## src/rtl/rtc_pkg.sv

```systemverilog
package rtc_pkg;
   localparam int NUM_FIELDS = 7;
   localparam int FLD_SEC   = 0;
   localparam int FLD_MIN   = 1;
   localparam int FLD_HOUR  = 2;
   localparam int FLD_WDAY  = 3;
   localparam int FLD_DATE  = 4;
   localparam int FLD_MONTH = 5;
   localparam int FLD_YEAR  = 6;

   localparam logic [2:0] OFS_CTRL = 3'd0;
   localparam logic [2:0] OFS_SEC  = 3'd1;
   localparam logic [2:0] OFS_WDAY = 3'd4;

   localparam int CTL_SIGN_BIT  = 5;
   localparam int CTL_FREEZE_BIT = 6;
   localparam int CTL_HOLD_BIT  = 7;

   function automatic logic [7:0] fld_min(input int i);
      case (i)
         FLD_WDAY, FLD_DATE, FLD_MONTH: return 8'h01;
         default:                       return 8'h00;
      endcase
   endfunction

   function automatic logic [7:0] fld_max(input int i);
      case (i)
         FLD_SEC, FLD_MIN: return 8'h59;
         FLD_HOUR:         return 8'h23;
         FLD_WDAY:         return 8'h07;
         FLD_DATE:         return 8'h31;
         FLD_MONTH:        return 8'h12;
         default:          return 8'h99;
      endcase
   endfunction

   function automatic logic [7:0] fld_mask(input int i);
      case (i)
         FLD_SEC, FLD_MIN:   return 8'h7F;
         FLD_HOUR, FLD_DATE: return 8'h3F;
         FLD_WDAY:           return 8'h07;
         FLD_MONTH:          return 8'h1F;
         default:            return 8'hFF;
      endcase
   endfunction

   function automatic logic [7:0] bcd_inc(input logic [7:0] v);
      if (v[3:0] >= 4'd9) return {v[7:4] + 4'd1, 4'd0};
      return {v[7:4], v[3:0] + 4'd1};
   endfunction

   function automatic logic [6:0] bcd_to_bin(input logic [7:0] v);
      return 7'(v[7:4]) * 7'd10 + 7'(v[3:0]);
   endfunction

   function automatic logic [7:0] month_last_day(input logic [7:0] mon, input logic [7:0] yr);
      logic [6:0] yb;
      yb = bcd_to_bin(yr);
      case (mon)
         8'h02:                      return (yb[1:0] == 2'b00) ? 8'h29 : 8'h28;
         8'h04, 8'h06, 8'h09, 8'h11: return 8'h30;
         default:                    return 8'h31;
      endcase
   endfunction
endpackage

```

## src/rtl/rtc_bcd_counter.sv

```systemverilog
module rtc_bcd_counter #(
   parameter logic [7:0] MIN_VAL = 8'h00,
   parameter logic [7:0] RST_VAL = 8'h00
) (
   input  logic       clk,
   input  logic       rst_n,
   input  logic       step,
   input  logic       load,
   input  logic [7:0] load_val,
   input  logic [7:0] limit,
   output logic [7:0] value,
   output logic       wrap
);
   logic [7:0] next_val;

   assign wrap     = step && (value >= limit);
   assign next_val = wrap ? MIN_VAL : rtc_pkg::bcd_inc(value);

   always_ff @(posedge clk) begin
      if (!rst_n)     value <= RST_VAL;
      else if (load)  value <= load_val;
      else if (step)  value <= next_val;
   end
endmodule

```

## src/rtl/rtc_time_chain.sv

```systemverilog
module rtc_time_chain #(
   parameter int NF = rtc_pkg::NUM_FIELDS
) (
   input  logic            clk,
   input  logic            rst_n,
   input  logic            run,
   input  logic            load,
   input  logic [NF*8-1:0] load_bus,
   output logic [NF*8-1:0] live_bus
);
   import rtc_pkg::*;

   logic [NF-1:0] wrap;
   logic [NF-1:0] step;
   logic [7:0]    val   [NF];
   logic [7:0]    limit [NF];

   generate
      if (NF != NUM_FIELDS) begin : g_bad_nf
         $error("rtc_time_chain: NF must equal the calendar field count");
      end
      for (genvar g = 0; g < NF; g++) begin : g_fld
         if (g == FLD_SEC) begin : g_src
            assign step[g] = run;
         end else if (g == FLD_WDAY || g == FLD_DATE) begin : g_src
            assign step[g] = wrap[FLD_HOUR];
         end else if (g == FLD_MONTH) begin : g_src
            assign step[g] = wrap[FLD_DATE];
         end else begin : g_src
            assign step[g] = wrap[g-1];
         end

         if (g == FLD_DATE) begin : g_lim
            assign limit[g] = month_last_day(val[FLD_MONTH], val[FLD_YEAR]);
         end else begin : g_lim
            assign limit[g] = fld_max(g);
         end

         rtc_bcd_counter #(
            .MIN_VAL(fld_min(g)),
            .RST_VAL(fld_min(g))
         ) i_ctr (
            .clk      (clk),
            .rst_n    (rst_n),
            .step     (step[g]),
            .load     (load),
            .load_val (load_bus[g*8 +: 8]),
            .limit    (limit[g]),
            .value    (val[g]),
            .wrap     (wrap[g])
         );
         assign live_bus[g*8 +: 8] = val[g];
      end
   endgenerate

   AST_SEC_CARRY: assert property (@(posedge clk) disable iff (!rst_n)
      (run && !load && val[FLD_SEC] == 8'h59 && val[FLD_MIN] != 8'h59)
      |=> (val[FLD_SEC] == 8'h00 && val[FLD_MIN] == bcd_inc($past(val[FLD_MIN]))));
   AST_WDAY_WRAP: assert property (@(posedge clk) disable iff (!rst_n)
      (!load && step[FLD_WDAY] && val[FLD_WDAY] == 8'h07) |=> (val[FLD_WDAY] == 8'h01));
   AST_YEAR_WRAP: assert property (@(posedge clk) disable iff (!rst_n)
      (!load && step[FLD_YEAR] && val[FLD_YEAR] == 8'h99) |=> (val[FLD_YEAR] == 8'h00));
endmodule

```

## src/rtl/rtc_host_port.sv

```systemverilog
module rtc_host_port #(
   parameter int   NF            = rtc_pkg::NUM_FIELDS,
   parameter int   CAL_W         = 5,
   parameter logic RESET_STOPPED = 1'b1
) (
   input  logic            clk,
   input  logic            rst_n,
   input  logic            tick,
   input  logic            bus_sel,
   input  logic            bus_we,
   input  logic [2:0]      bus_addr,
   input  logic [7:0]      bus_wdata,
   input  logic [NF*8-1:0] live_bus,
   output logic            run,
   output logic            load,
   output logic [NF*8-1:0] stage_bus,
   output logic [7:0]      rdata,
   output logic            osc_halt,
   output logic [CAL_W-1:0] cal_trim,
   output logic            cal_faster
);
   import rtc_pkg::*;

   localparam logic [7:0] CAL_MASK  = 8'((1 << CAL_W) - 1);
   localparam logic [7:0] CTRL_MASK = 8'hE0 | CAL_MASK;

   logic [7:0] ctrl_q;
   logic       halt_q, ftest_q;
   logic       hold_q, freeze_q;
   logic       ctrl_wr, hold_set, any_wr;
   logic [7:0] live_f  [NF];
   logic [7:0] stage_q [NF];
   logic [7:0] snap_q  [NF];
   logic [2:0] idx;
   logic [7:0] view;

   assign hold_q   = ctrl_q[CTL_HOLD_BIT];
   assign freeze_q = ctrl_q[CTL_FREEZE_BIT];
   assign any_wr   = bus_sel && bus_we;
   assign ctrl_wr  = any_wr && (bus_addr == OFS_CTRL);
   assign hold_set = ctrl_wr && bus_wdata[CTL_HOLD_BIT] && !hold_q;
   assign load     = ctrl_wr && !bus_wdata[CTL_HOLD_BIT] && hold_q;
   assign run      = tick && !halt_q && !hold_q && !(ctrl_wr && bus_wdata[CTL_HOLD_BIT]);

   always_ff @(posedge clk) begin
      if (!rst_n) begin
         ctrl_q  <= '0;
         halt_q  <= RESET_STOPPED;
         ftest_q <= 1'b0;
      end else begin
         if (ctrl_wr) ctrl_q <= bus_wdata & CTRL_MASK;
         if (any_wr && bus_addr == OFS_SEC)  halt_q  <= bus_wdata[7];
         if (any_wr && bus_addr == OFS_WDAY) ftest_q <= bus_wdata[6];
      end
   end

   generate
      if (CAL_W < 1 || CAL_W > 5) begin : g_bad_cal
         $error("rtc_host_port: CAL_W must lie in 1..5");
      end
      for (genvar g = 0; g < NF; g++) begin : g_fld
         localparam logic [2:0] OFS = 3'(g + 1);
         assign live_f[g] = live_bus[g*8 +: 8];
         always_ff @(posedge clk) begin
            if (!rst_n) begin
               stage_q[g] <= fld_min(g);
               snap_q[g]  <= fld_min(g);
            end else begin
               if (hold_set)
                  stage_q[g] <= live_f[g];
               else if (hold_q && any_wr && bus_addr == OFS)
                  stage_q[g] <= bus_wdata & fld_mask(g);
               if (!freeze_q) snap_q[g] <= live_f[g];
            end
         end
         assign stage_bus[g*8 +: 8] = stage_q[g];
      end
   endgenerate

   assign idx  = bus_addr - 3'd1;
   assign view = freeze_q ? snap_q[idx] : live_f[idx];

   always_comb begin
      if (bus_addr == OFS_CTRL) begin
         rdata = ctrl_q;
      end else begin
         rdata = view & fld_mask(int'(idx));
         if (bus_addr == OFS_SEC)  rdata[7] = halt_q;
         if (bus_addr == OFS_WDAY) rdata[6] = ftest_q;
      end
   end

   assign osc_halt   = halt_q;
   assign cal_trim   = ctrl_q[CAL_W-1:0];
   assign cal_faster = ctrl_q[CTL_SIGN_BIT];

   AST_HOURS_MBZ: assert property (@(posedge clk) disable iff (!rst_n)
      (bus_addr == 3'd3) |-> (rdata[7:6] == 2'b00));
   AST_HOLD_FREEZES: assert property (@(posedge clk) disable iff (!rst_n)
      (hold_q && !load) |=> $stable(live_bus));
endmodule

```

## src/rtl/rtc_calendar_regs.sv

```systemverilog
module rtc_calendar_regs #(
   parameter int   DATA_W        = 8,
   parameter int   CAL_W         = 5,
   parameter logic RESET_STOPPED = 1'b1
) (
   input  logic             clk,
   input  logic             rst_n,
   input  logic             tick_1hz,
   input  logic             bus_sel,
   input  logic             bus_we,
   input  logic [2:0]       bus_addr,
   input  logic [DATA_W-1:0] bus_wdata,
   output logic [DATA_W-1:0] bus_rdata,
   output logic             osc_halt,
   output logic [CAL_W-1:0] cal_trim,
   output logic             cal_faster
);
   localparam int NF = rtc_pkg::NUM_FIELDS;

   logic            run, load;
   logic [NF*8-1:0] live_bus, stage_bus;

   generate
      if (DATA_W != 8) begin : g_bad_width
         $error("rtc_calendar_regs: register layout requires DATA_W == 8");
      end
   endgenerate

   rtc_host_port #(
      .NF(NF), .CAL_W(CAL_W), .RESET_STOPPED(RESET_STOPPED)
   ) i_host (
      .clk        (clk),
      .rst_n      (rst_n),
      .tick       (tick_1hz),
      .bus_sel    (bus_sel),
      .bus_we     (bus_we),
      .bus_addr   (bus_addr),
      .bus_wdata  (bus_wdata),
      .live_bus   (live_bus),
      .run        (run),
      .load       (load),
      .stage_bus  (stage_bus),
      .rdata      (bus_rdata),
      .osc_halt   (osc_halt),
      .cal_trim   (cal_trim),
      .cal_faster (cal_faster)
   );

   rtc_time_chain #(.NF(NF)) i_chain (
      .clk      (clk),
      .rst_n    (rst_n),
      .run      (run),
      .load     (load),
      .load_bus (stage_bus),
      .live_bus (live_bus)
   );

   AST_LOAD_COMMITS: assert property (@(posedge clk) disable iff (!rst_n)
      load |=> (live_bus == $past(stage_bus)));
   AST_HALT_STILL: assert property (@(posedge clk) disable iff (!rst_n)
      (osc_halt && !load) |=> $stable(live_bus[7:0]));
endmodule

```

## config.mk

```make
export PLATFORM = sky130hd
export DESIGN_NAME = rtc_calendar_regs
export DESIGN_NICKNAME = d
export VERILOG_FILES = /design/src/rtl/rtc_pkg.sv /design/src/rtl/rtc_bcd_counter.sv /design/src/rtl/rtc_time_chain.sv /design/src/rtl/rtc_host_port.sv /design/src/rtl/rtc_calendar_regs.sv
export SDC_FILE = /design/constraint.sdc
export NUM_CORES = 1
export LEC_CHECK = 0
export ABC_AREA = 0
export BUFFER_PORTS_ARGS = -buffer_cell sky130_fd_sc_hd__buf_4
export CAP_MARGIN = 20
export CORE_MARGIN = 5
export CORE_UTILIZATION = 45
export DETAILED_ROUTE_END_ITERATION = 10
export GPL_TIMING_DRIVEN = 1
export PLACE_DENSITY_LB_ADDON = 0.08
export SLEW_MARGIN = 15
export SYNTH_ARGS = -nofsm -noshare
export SYNTH_HDL_FRONTEND = slang
export SYNTH_HIERARCHICAL = 1
export SYNTH_SLANG_ARGS = --single-unit
export TNS_END_PERCENT = 100
```

## constraint.sdc

```tcl
create_clock -name clk -period 6.63 [get_ports clk]
set_input_delay 1.326 -clock clk [delete_from_list [all_inputs] [get_ports clk]]
set_output_delay 1.326 -clock clk [all_outputs]
set_load 0.02 [all_outputs]
```

==> results.txt <==
For this run, the slowest stage of the critical path takes 570 ps. Timing would allow up to 160.4 MHz. For the total number of vias, the log shows 9349. The most used cell along the critical path is inv_1. During I/O placement, the number of pins put on the boundary was 31.

Setup repair after global routing left no endpoint under its margin. The worst hold path belongs to the class flop to flop. Dividing the detail-routed wire length by the instance count gives 20.06 um. The antenna diode count is 0. The detail route stage leaves a number of antenna-violating nets equal to 0. Critical-path cell with the highest stage delay: or4_1. For the pin with the worst max-slew slack, the measured transition is 740.5 ps. The share of total power dissipated in combinational logic is 7.7%. The final critical-path required period is 6234 ps. Critical path class: primary input to flop. The core region is 25840 um^2. The clock arrives with 13.11 ps of skew. Once placement completed, the tool counted placed cells totaling 1556.

Sequential cells account for 49.6% of the total power. X dimension of the die: 171.3 um. The critical path arrival is 6590 ps. The number of global-route vias before repair was 8731. Net switching is 23.23% of the power. After synthesis the cells add up to 11710 um^2. The share of the clock period used by the worst path was 94.03%.

The die is 171.3 um tall. The logs give 0 for the final-report hold violation count and 1588 for the number of standard cells in the final layout excluding fillers. During placement, the flow inserted port buffers numbering 30. For this block, the initial DRC count from the detailed router was 891. The tree is rooted in a clkbuf_16. The count of final max-slew check failures was 0; the number of vias per cell was 5.887.

Yosys printed 6 warnings. In the layout the commonest cells are 112 x edfxtp_1, 98 x inv_1, 89 x ha_1. Once the floorplan was initialized, standard cells occupied 45.32% of the core.

Once layout is done, the placed cells without fillers occupy 13110 um^2. The synthesized netlist cell count was 1177; the total of endpoints with negative setup slack in the final report was 0. Counting the buffers created by CTS gives 17.

After synthesis, the mean cell area works out to 9.948 um^2. TritonCTS built the clock tree. The first global-routing pass estimated 50260 um of wire. The worst setup path is captured at a flop. The total overflow left after global routing is 0. In the routed design, unresolved DRC markers number 0. Counting every sink on the clock net gives 178. The tools report the launching element type of the critical path as a primary input. The flow ran to the end, and the final reports show no timing, DRC or antenna violations.

The logs give 0 for the number of antenna violations at the first check in global routing and 0.5580 mW for the power spent charging and discharging nets. The cell family contributing the most delay on the critical path is simple AND/OR/NAND/NOR gates. For the cell area after placement, the log shows 12500 um^2.

The final layout contains 1346 nets. Counting both buffers and inverters, the worst setup path holds a total of 11. The tools report the worst vdd rail ir drop as 0.1314 mV.

The area of the die was 29350 um^2. Routability-driven placement finished with a final weighted congestion of 0.8767. For the insertion delay to the later sink of the worst-skew pair, the log shows 430 ps.

The static leakage was 5.149 nW. Power spread over the standard cell area amounts to 183.2 nW/um^2. In this run the tightest slew margin relative to its limit is 50.21%.

The cell-internal power came out at 1.844 mW. The HPWL reported at the end of detailed placement was 22480 um; the part of the total power dissipated in the clock network was 42.7%. Global-route usage over all layers: 22.13%. Before antenna repair, the detailed router went through 6 iterations. The library cell used most frequently in the layout, excluding fill and tap cells, is edfxtp_1. After layout, the design draws a total of 2.402 mW. Entering global routing, the biggest net connects 122 pins.

The clock-pin slew on the worst setup and hold paths came out at 70 ps. For the required arrival time at the worst endpoint, the log shows 6990 ps. The total of max-cap violations is 0.

In the final layout, the share of cells above drive strength 1 is 13.01%. The tools report the total wire length after detailed routing as 31850 um. The maximum fanout count along the critical path works out to 7. CTS built an H-tree with a depth of 4. Counting along the longest clock path gives a buffer depth of 2.

In this run the core area contains 59 standard-cell rows. The post-synthesis to final-layout area growth works out to 11.97%.
## power groups by stage
| stage | logic [mW] | clock network [mW] | registers (mW) |
|---|---|---|---|
| after floorplan | 0.118 | 0 | 1.21 |
| after global placement | 0.182 | 0 | 1.22 |
| after detailed placement | 0.183 | 0 | 1.22 |
| after CTS | 0.183 | 1.04 | 1.19 |
| after global routing | 0.203 | 1.09 | 1.19 |
| final | 0.184 | 1.03 | 1.19 |
## routing by layer
| layer | GRT usage [%] | vias up | wire length [um] |
|---|---|---|---|
| met5 | 0 | - | 0 |
| met4 | 3.651 | 0 | 271 |
| met3 | 3.516 | 20 | 1772 |
| met2 | 33.89 | 262 | 14170 |
| met1 | 33.69 | 4576 | 15640 |
| li1 | - | 4491 | - |
## sequential cells by signal (all words and copies together), names as in the netlist
signal	cells
i_chain/g_fld.i_ctr/value	56
i_host/ctrl_q	8
i_host/ftest_q	1
i_host/osc_halt	1
i_host/snap_q	56
i_host/stage_q	56
## worst paths after layout
check	startpoint	endpoint	slack, ps	cells after the start
setup / recovery	bus_addr[1]	i_chain/g_fld[6].i_ctr/value[7]	400	29
hold / removal	i_host/stage_q[4][0]	i_chain/g_fld[4].i_ctr/value[0]	470	2
setup reg to reg	i_chain/g_fld[0].i_ctr/value[4]	i_chain/g_fld[6].i_ctr/value[7]	1320	24
hold reg to reg	i_host/stage_q[4][0]	i_chain/g_fld[4].i_ctr/value[0]	470	2
## metrics by stage
| stage | hold slack, ps | utilization (%) | TNS, ps | setup WS [ps] |
|---|---|---|---|---|
| 3_5_place_dp | 465.2 | 48.38 | -64.58 | -64.58 |
| 6_report | 470.9 | 50.74 | 0 | 396.0 |
| 5_1_grt | 503.3 | 50.74 | 0 | 24.52 |
| 3_3_place_gp | 455.8 | 48.38 | 0 | 143.8 |
| 4_1_cts | 476.3 | 50.66 | 0 | 362.4 |
| 2_1_floorplan | 449.3 | - | 0 | 17.08 |
## final cells by class
| type | instances | area [um^2] |
|---|---|---|
| clock inverters | 9 | 103.9 |
| multi-input cells | 890 | 6624 |
| fillers | 2456 | 12730 |
| flip-flops and latches | 178 | 4684 |
| well taps | 335 | 419.2 |
| inverters | 103 | 390.4 |
| repair buffers | 51 | 402.9 |
| clock buffers | 22 | 485.5 |
## worst reg2reg max path, stage by stage (launching register included)
cell      delay [ps]
dfxtp_1          590
ha_1             220
o211ai_1         100
o211ai_1         260
nand2_1          180
inv_2            160
inv_1            120
a21oi_1          200
nand2_2          150
inv_2            140
inv_1            110
a21oi_2          140
nand2_1          130
inv_1            170
inv_1             50
or4_1            570
nand2_1          160
inv_1             70
or4_4            560
nand2_4          120
inv_1            110
or4_1            500
nor4_1           190
a21oi_1           70
a31oi_1          180
## timing repair
action	4_1_cts	5_1_grt
gates resized for setup	0	2
hold buffers	0	0
setup endpoints to repair	0	1
setup buffers	0	0
(Power assumes the default switching activity.)
